<file path="src/rtl/pcs_pkg.sv">
package pcs_pkg;
    typedef enum logic [3:0] {
        OP_SEQ   = 4'd0,
        OP_JMP   = 4'd1,
        OP_BPOS  = 4'd2,
        OP_BNEG  = 4'd3,
        OP_BZER  = 4'd4,
        OP_BOVF  = 4'd5,
        OP_BEQ   = 4'd6,
        OP_ISZ   = 4'd7,
        OP_LCALL = 4'd8,
        OP_SCALL = 4'd9,
        OP_RET   = 4'd10,
        OP_CLD   = 4'd11
    } pcs_op_e;

    typedef enum logic [1:0] {
        CC_ZERO = 2'd0,
        CC_POS  = 2'd1,
        CC_NEG  = 2'd2,
        CC_OVF  = 2'd3
    } pcs_cc_e;

    typedef enum logic [1:0] {
        SK_EMPTY = 2'd0,
        SK_PART  = 2'd1,
        SK_FULL  = 2'd2
    } pcs_stk_e;
endpackage

</file>
<file path="src/rtl/pcs_branch_eval.sv">
module pcs_branch_eval
    import pcs_pkg::*;
#(
    parameter int AW = 16
) (
    input  logic [3:0]    op_sel,
    input  pcs_cc_e       cc_now,
    input  logic [AW-1:0] opnd_a,
    input  logic [AW-1:0] opnd_b,
    output logic          is_xfer,
    output logic          take
);
    always_comb begin
        is_xfer = 1'b1;
        take    = 1'b0;
        unique case (op_sel)
            OP_JMP:  take = 1'b1;
            OP_BPOS: take = (cc_now == CC_POS);
            OP_BNEG: take = (cc_now == CC_NEG);
            OP_BZER: take = (cc_now == CC_ZERO);
            OP_BOVF: take = (cc_now == CC_OVF);
            OP_BEQ:  take = (opnd_a == opnd_b);
            default: is_xfer = 1'b0;
        endcase
    end
endmodule

</file>
<file path="src/rtl/pcs_ret_stack.sv">
module pcs_ret_stack
    import pcs_pkg::*;
#(
    parameter int AW    = 16,
    parameter int DEPTH = 8
) (
    input  logic          clk,
    input  logic          rst_n,
    input  logic          push,
    input  logic          pop,
    input  logic [AW-1:0] push_data,
    output logic [AW-1:0] top_data,
    output logic          empty,
    output logic          err
);
    localparam int CW = $clog2(DEPTH + 1);
    localparam int IW = (DEPTH > 1) ? $clog2(DEPTH) : 1;
    localparam logic [CW-1:0] LAST = CW'(DEPTH - 1);

    pcs_stk_e      state_q, state_d;
    logic [CW-1:0] cnt_q, cnt_d;
    logic          err_q, err_d;
    logic          wr_en;
    logic [AW-1:0] mem [DEPTH];
    logic [CW-1:0] top_idx;

    assign top_idx = cnt_q - CW'(1);

    // Transition logic
    always_comb begin
        state_d = state_q;
        cnt_d   = cnt_q;
        err_d   = err_q;
        wr_en   = 1'b0;
        unique case (state_q)
            SK_EMPTY: begin
                if (push) begin            // push_first
                    wr_en   = 1'b1;
                    cnt_d   = CW'(1);
                    state_d = (DEPTH == 1) ? SK_FULL : SK_PART;
                end else if (pop) begin    // pop_under
                    err_d = 1'b1;
                end
            end
            SK_PART: begin
                if (push) begin
                    wr_en = 1'b1;
                    cnt_d = cnt_q + CW'(1);
                    if (cnt_q == LAST) state_d = SK_FULL;   // push_last
                end else if (pop) begin
                    cnt_d = cnt_q - CW'(1);
                    if (cnt_q == CW'(1)) state_d = SK_EMPTY; // pop_last
                end
            end
            SK_FULL: begin
                if (push) begin            // push_over
                    err_d = 1'b1;
                end else if (pop) begin    // pop_full
                    cnt_d   = cnt_q - CW'(1);
                    state_d = (DEPTH == 1) ? SK_EMPTY : SK_PART;
                end
            end
            default: state_d = SK_EMPTY;
        endcase
    end

    // State register
    always_ff @(posedge clk) begin
        if (!rst_n) begin
            state_q <= SK_EMPTY;
            cnt_q   <= '0;
            err_q   <= 1'b0;
        end else begin
            state_q <= state_d;
            cnt_q   <= cnt_d;
            err_q   <= err_d;
        end
    end

    always_ff @(posedge clk) begin
        if (wr_en) mem[cnt_q[IW-1:0]] <= push_data;
    end

    // Outputs
    always_comb begin
        empty    = (state_q == SK_EMPTY);
        err      = err_q;
        top_data = mem[top_idx[IW-1:0]];
    end
endmodule

</file>
<file path="src/rtl/pc_sequencer.sv">
module pc_sequencer
    import pcs_pkg::*;
#(
    parameter int AW        = 16,
    parameter int ILEN      = 1,
    parameter int STK_DEPTH = 8
) (
    input  logic          clk,
    input  logic          rst_n,
    input  logic [3:0]    op_sel,
    input  logic [AW-1:0] tgt_addr,
    input  logic          cc_wr,
    input  logic [1:0]    cc_in,
    input  logic [AW-1:0] opnd_a,
    input  logic [AW-1:0] opnd_b,
    output logic [AW-1:0] pc,
    output logic [AW-1:0] link_reg,
    output logic [AW-1:0] loop_cnt,
    output logic          stk_err
);
    localparam logic [AW-1:0] STEP1 = AW'(ILEN);
    localparam logic [AW-1:0] STEP2 = AW'(2 * ILEN);

    logic [AW-1:0] pc_q, pc_d, link_q, link_d, cnt_q, cnt_d;
    logic [AW-1:0] seq_pc, skip_pc, cnt_inc, stk_top;
    pcs_cc_e       cc_q;
    logic          is_xfer, take, push, pop, stk_empty, err_w;

    pcs_branch_eval #(.AW(AW)) u_eval (
        .op_sel (op_sel),
        .cc_now (cc_q),
        .opnd_a (opnd_a),
        .opnd_b (opnd_b),
        .is_xfer(is_xfer),
        .take   (take)
    );

    pcs_ret_stack #(.AW(AW), .DEPTH(STK_DEPTH)) u_stack (
        .clk      (clk),
        .rst_n    (rst_n),
        .push     (push),
        .pop      (pop),
        .push_data(seq_pc),
        .top_data (stk_top),
        .empty    (stk_empty),
        .err      (err_w)
    );

    always_comb begin
        seq_pc  = pc_q + STEP1;
        skip_pc = pc_q + STEP2;
        cnt_inc = cnt_q + AW'(1);
        pc_d    = seq_pc;
        link_d  = link_q;
        cnt_d   = cnt_q;
        push    = 1'b0;
        pop     = 1'b0;
        if (is_xfer) begin
            pc_d = take ? tgt_addr : seq_pc;
        end else begin
            unique case (op_sel)
                OP_ISZ: begin
                    cnt_d = cnt_inc;
                    pc_d  = (cnt_inc == '0) ? skip_pc : seq_pc;
                end
                OP_LCALL: begin
                    link_d = seq_pc;
                    pc_d   = tgt_addr;
                end
                OP_SCALL: begin
                    push = 1'b1;
                    pc_d = tgt_addr;
                end
                OP_RET: begin
                    pop  = 1'b1;
                    pc_d = stk_empty ? seq_pc : stk_top;
                end
                OP_CLD:  cnt_d = opnd_a;
                default: pc_d  = seq_pc;
            endcase
        end
    end

    always_ff @(posedge clk) begin
        if (!rst_n) begin
            pc_q   <= '0;
            link_q <= '0;
            cnt_q  <= '0;
            cc_q   <= CC_ZERO;
        end else begin
            pc_q   <= pc_d;
            link_q <= link_d;
            cnt_q  <= cnt_d;
            if (cc_wr) cc_q <= pcs_cc_e'(cc_in);
        end
    end

    always_comb begin
        pc       = pc_q;
        link_reg = link_q;
        loop_cnt = cnt_q;
        stk_err  = err_w;
    end
endmodule

</file>
<file path="config.mk">
export PLATFORM = sky130hd
export DESIGN_NAME = pc_sequencer
export DESIGN_NICKNAME = d
export VERILOG_FILES = /design/src/rtl/pcs_pkg.sv /design/src/rtl/pcs_branch_eval.sv /design/src/rtl/pcs_ret_stack.sv /design/src/rtl/pc_sequencer.sv
export SDC_FILE = /design/constraint.sdc
export NUM_CORES = 1
export LEC_CHECK = 0
export ABC_AREA = 0
export BUFFER_PORTS_ARGS = -buffer_cell sky130_fd_sc_hd__clkbuf_2
export CORE_AREA = 2 2 129 131
export CTS_BUF_LIST = sky130_fd_sc_hd__clkbuf_8
export DETAILED_ROUTE_END_ITERATION = 7
export DIE_AREA = 0 0 131 133
export PLACE_DENSITY_LB_ADDON = 0.05
export SLEW_MARGIN = 20
export SYNTH_ARGS = -nofsm -noshare
export SYNTH_HDL_FRONTEND = slang
export SYNTH_SLANG_ARGS = --single-unit
</file>
<file path="constraint.sdc">
create_clock -name clk -period 4.65 [get_ports clk]
set_input_delay 0.465 -clock clk [delete_from_list [all_inputs] [get_ports clk]]
set_output_delay 0.465 -clock clk [all_outputs]
set_load 0.1 [all_outputs]
</file>
==> flow_summary.json <==
{
  "gp_congestion": 0.922,
  "relSlewSlack_pct": 17.2,
  "reg2reg_from": "u_stack.cnt_q[1]$_SDFFE_PN0P_",
  "setup_viol": 0,
  "hold_class": "input pin to flip-flop",
  "numCtsBuffers": 17,
  "post_route_cells_drive_above_1_share_pct": 24.3,
  "leakagePower_nw": 3.85,
  "holdPathEnd": "cc_q[1]$_SDFFE_PN0P_",
  "num-nets-final": 977,
  "syn_area_um2": 9430,
  "cp_max_fo": 28,
  "root_buffer": "clkbuf_8",
  "ys_ff_latch": 185,
  "critPathLaunchType": "flip-flop",
  "io_buffers": 105,
  "synth_ff_type": "edfxtp_1",
  "hold_ws_ns": 0.267,
  "fmax_mhz": 312,
  "seq_area_frac_synth_pct": 52.8,
  "rsz0062_at_grt": "false",
  "wl_met3_um": 1580,
  "synth_cell_types": 75,
  "vdd_ir_drop_max_v": 0.000237,
  "drtAntennaViolNets": 0,
  "clockBufferDepth": 2,
  "track_usage_pct": 28.9,
  "die_area_um2": 17400,
  "diodes": 0,
  "hold_start": "cc_in[1]",
  "fp.coreArea_um2": 16200,
  "power.density_nw_per_um2": 349,
  "dp_slack_ns": 1.45,
  "final-hold-violation-count": 0,
  "drc": 0,
  "clkPwrFrac_pct": 29.6,
  "start_util_pct": 58.3,
  "die_h_um": 133,
  "status": "complete, no violations",
  "syn_nets": 882,
  "htreeDepth": 4,
  "async_flop_share_pct": 0,
  "synth.area.top_cells": "edfxtp_1, dfxtp_1, mux4_2, xor2_1, nor2_1",
  "clock_latency_ns": 0.48,
  "synth_enable_flop_cells": 128,
  "syn-instance-count": 815,
  "power_w": 0.00372,
  "fillers": 1269,
  "wl_met1_um": 10500,
  "hpwl_um": 17100,
  "drt-initial-drc-count": 651,
  "p_sw_share_pct": 32.0,
  "rows": 47,
  "multiInputGateArea_um2": 4210,
  "maxSlewViolCount": 0,
  "combPwrFrac_pct": 20.4,
  "timing.final.crit_share_pct": 68.8,
  "setup-tns-final_ns": 0,
  "grt_max_degree": 40,
  "firstDrtPassIters": 5,
  "path_class": "flip-flop to flip-flop",
  "crit_arrival_ns": 3.53,
  "ctsHoldBuffers": 0,
  "cts.sinks": 185,
  "cp-end-kind": "flip-flop",
  "highest_layer": "met4",
  "switching_power_w": 0.00119,
  "grt_overflow": 0,
  "final_common_cell": "edfxtp_1",
  "syn_avg_cell_area_um2": 11.6,
  "synth_top_cell_area_share_pct": 40.7,
  "worstPathRequired_ns": 4.98,
  "cts_tree": "built",
  "seq_area_um2": 4990,
  "largest_reg_flops": 128,
  "routed_wl_um": 24700,
  "post-cts-setup-buffers": 0,
  "synth_top_area_cell": "edfxtp_1",
  "grt_pass1_vias": 6742,
  "holdPathStages": 3,
  "pin_count": 106,
  "worst_slack_ns": 1.45,
  "detail_route.wl_per_cell_um": 21.6,
  "period_needed_ns": 3.20,
  "die_x_um": 131,
  "r2r_setup_slack_ns": 1.45,
  "final_cell_mix": "edfxtp_1, clkbuf_2, nor2_1, dfxtp_1, nand2_1",
  "p_int_w": 0.00253,
  "p_seq_share_pct": 50.0,
  "worstRegToRegCells": 9,
  "max_cap_violations": 0,
  "path_clk_slew_ns": 0.11,
  "vias_per_cell": 6.36,
  "yosys_warnings": 0,
  "antenna_found_initial": 0,
  "synthToLayoutAreaGrowth_pct": 12.8,
  "grt_pass1_wl_um": 37700,
  "tightest_slew_ns": 1.24,
  "cts_resized": 0,
  "vias": 7264,
  "clock_skew_ns": 0.0196,
  "r2r_end": "pc[15]$_SDFF_PN0_",
  "wl_met2_um": 11900
}
-- worst max-delay path, stage by stage (launching register included) --
cell and delay [ns]:
dfxtp_1 0.57, inv_1 0.16, ha_1 0.49, buf_4 0.42, mux4_2 0.36, mux2_2 0.26, o21ai_0 0.18, a21oi_1 0.08
a2111oi_0 0.40, a221oi_2 0.12
-- cells by family (layout without fill, tap and decap cells) --
family	after synthesis	after routing	synth area share, %
AND/OR/NAND/NOR	271	271	15.3
AO/OA/AOI/OAI	182	182	13.3
buffers and inverters	68	176	2.94
multiplexers	57	57	10.4
flip-flops	185	185	52.8
adder cells (fa/ha/maj)	10	10	1.33
XOR/XNOR	42	42	3.90
-- worst max-delay path by stage --
stage	start	endpoint	slack [ns]	cells after the start
finish	u_stack.cnt_q[1]$_SDFFE_PN0P_	pc[15]$_SDFF_PN0_	1.45	9
CTS	u_stack.cnt_q[1]$_SDFFE_PN0P_	pc[14]$_SDFF_PN0_	1.43	10
detailed placement	u_stack.cnt_q[1]$_SDFFE_PN0P_	pc[14]$_SDFF_PN0_	1.45	10
global placement	u_stack.cnt_q[1]$_SDFFE_PN0P_	pc[15]$_SDFF_PN0_	1.58	9
floorplan	u_stack.cnt_q[0]$_SDFFE_PN0P_	pc[2]$_SDFF_PN0_	0.80	14
global route	loop_cnt[0]$_SDFFE_PN0P_	pc[14]$_SDFF_PN0_	1.14	9
-- final cells by class --
class | count | area share, %
Clock buffer | 17 | 2.20
Clock inverter | 15 | 1.66
Inverter | 16 | 0.565
Multi-Input combinational cell | 562 | 39.5
Sequential cell | 185 | 46.9
Tap cell | 220 | 2.59
Timing Repair Buffer | 128 | 6.60
-- power groups by stage --
stage	registers, W	logic, W	clock network (W)
detailed placement	0.00189	0.000754	0
global route	0.00186	0.000813	0.00119
finish	0.00186	0.000758	0.00110
floorplan	0.00204	0.000412	0
CTS	0.00186	0.000758	0.00112
global placement	0.00189	0.000742	0
-- per-stage QoR --
stage	cells	utilization (%)	instance area [um^2]
after floorplan	815	-	9430
after global placement	1110	63.2	10200
after detailed placement	1110	63.2	10200
after CTS	1142	65.7	10600
after global routing	1143	65.8	10600
final	1143	65.8	10600
-- layer usage --
layer  GRT usage, %  up-vias
met5              0        -
met4           11.2        0
met3           4.93       51
met2           45.6      326
met1           40.3     3577
li1               -     3310
-- cells in the mapped netlist (9+ instances only) --
master      n
edfxtp_1  128
nor2_1     67
dfxtp_1    57
nand2_1    54
o21ai_0    50
clkbuf_1   41
a21oi_1    35
mux4_2     32
xor2_1     31
nand3_1    27
mux2i_1    19
inv_1      15
nor2b_1    15
nor3_1     14
a21boi_0   12
nor3b_1    12
a221oi_1   11
and2_1     11
and3_1     11
xnor2_1    11
ha_1       10
nand4_1    10
a211oi_1    9
buf_2       9
nor4_1      9
Power figures use the tool's default switching activity.
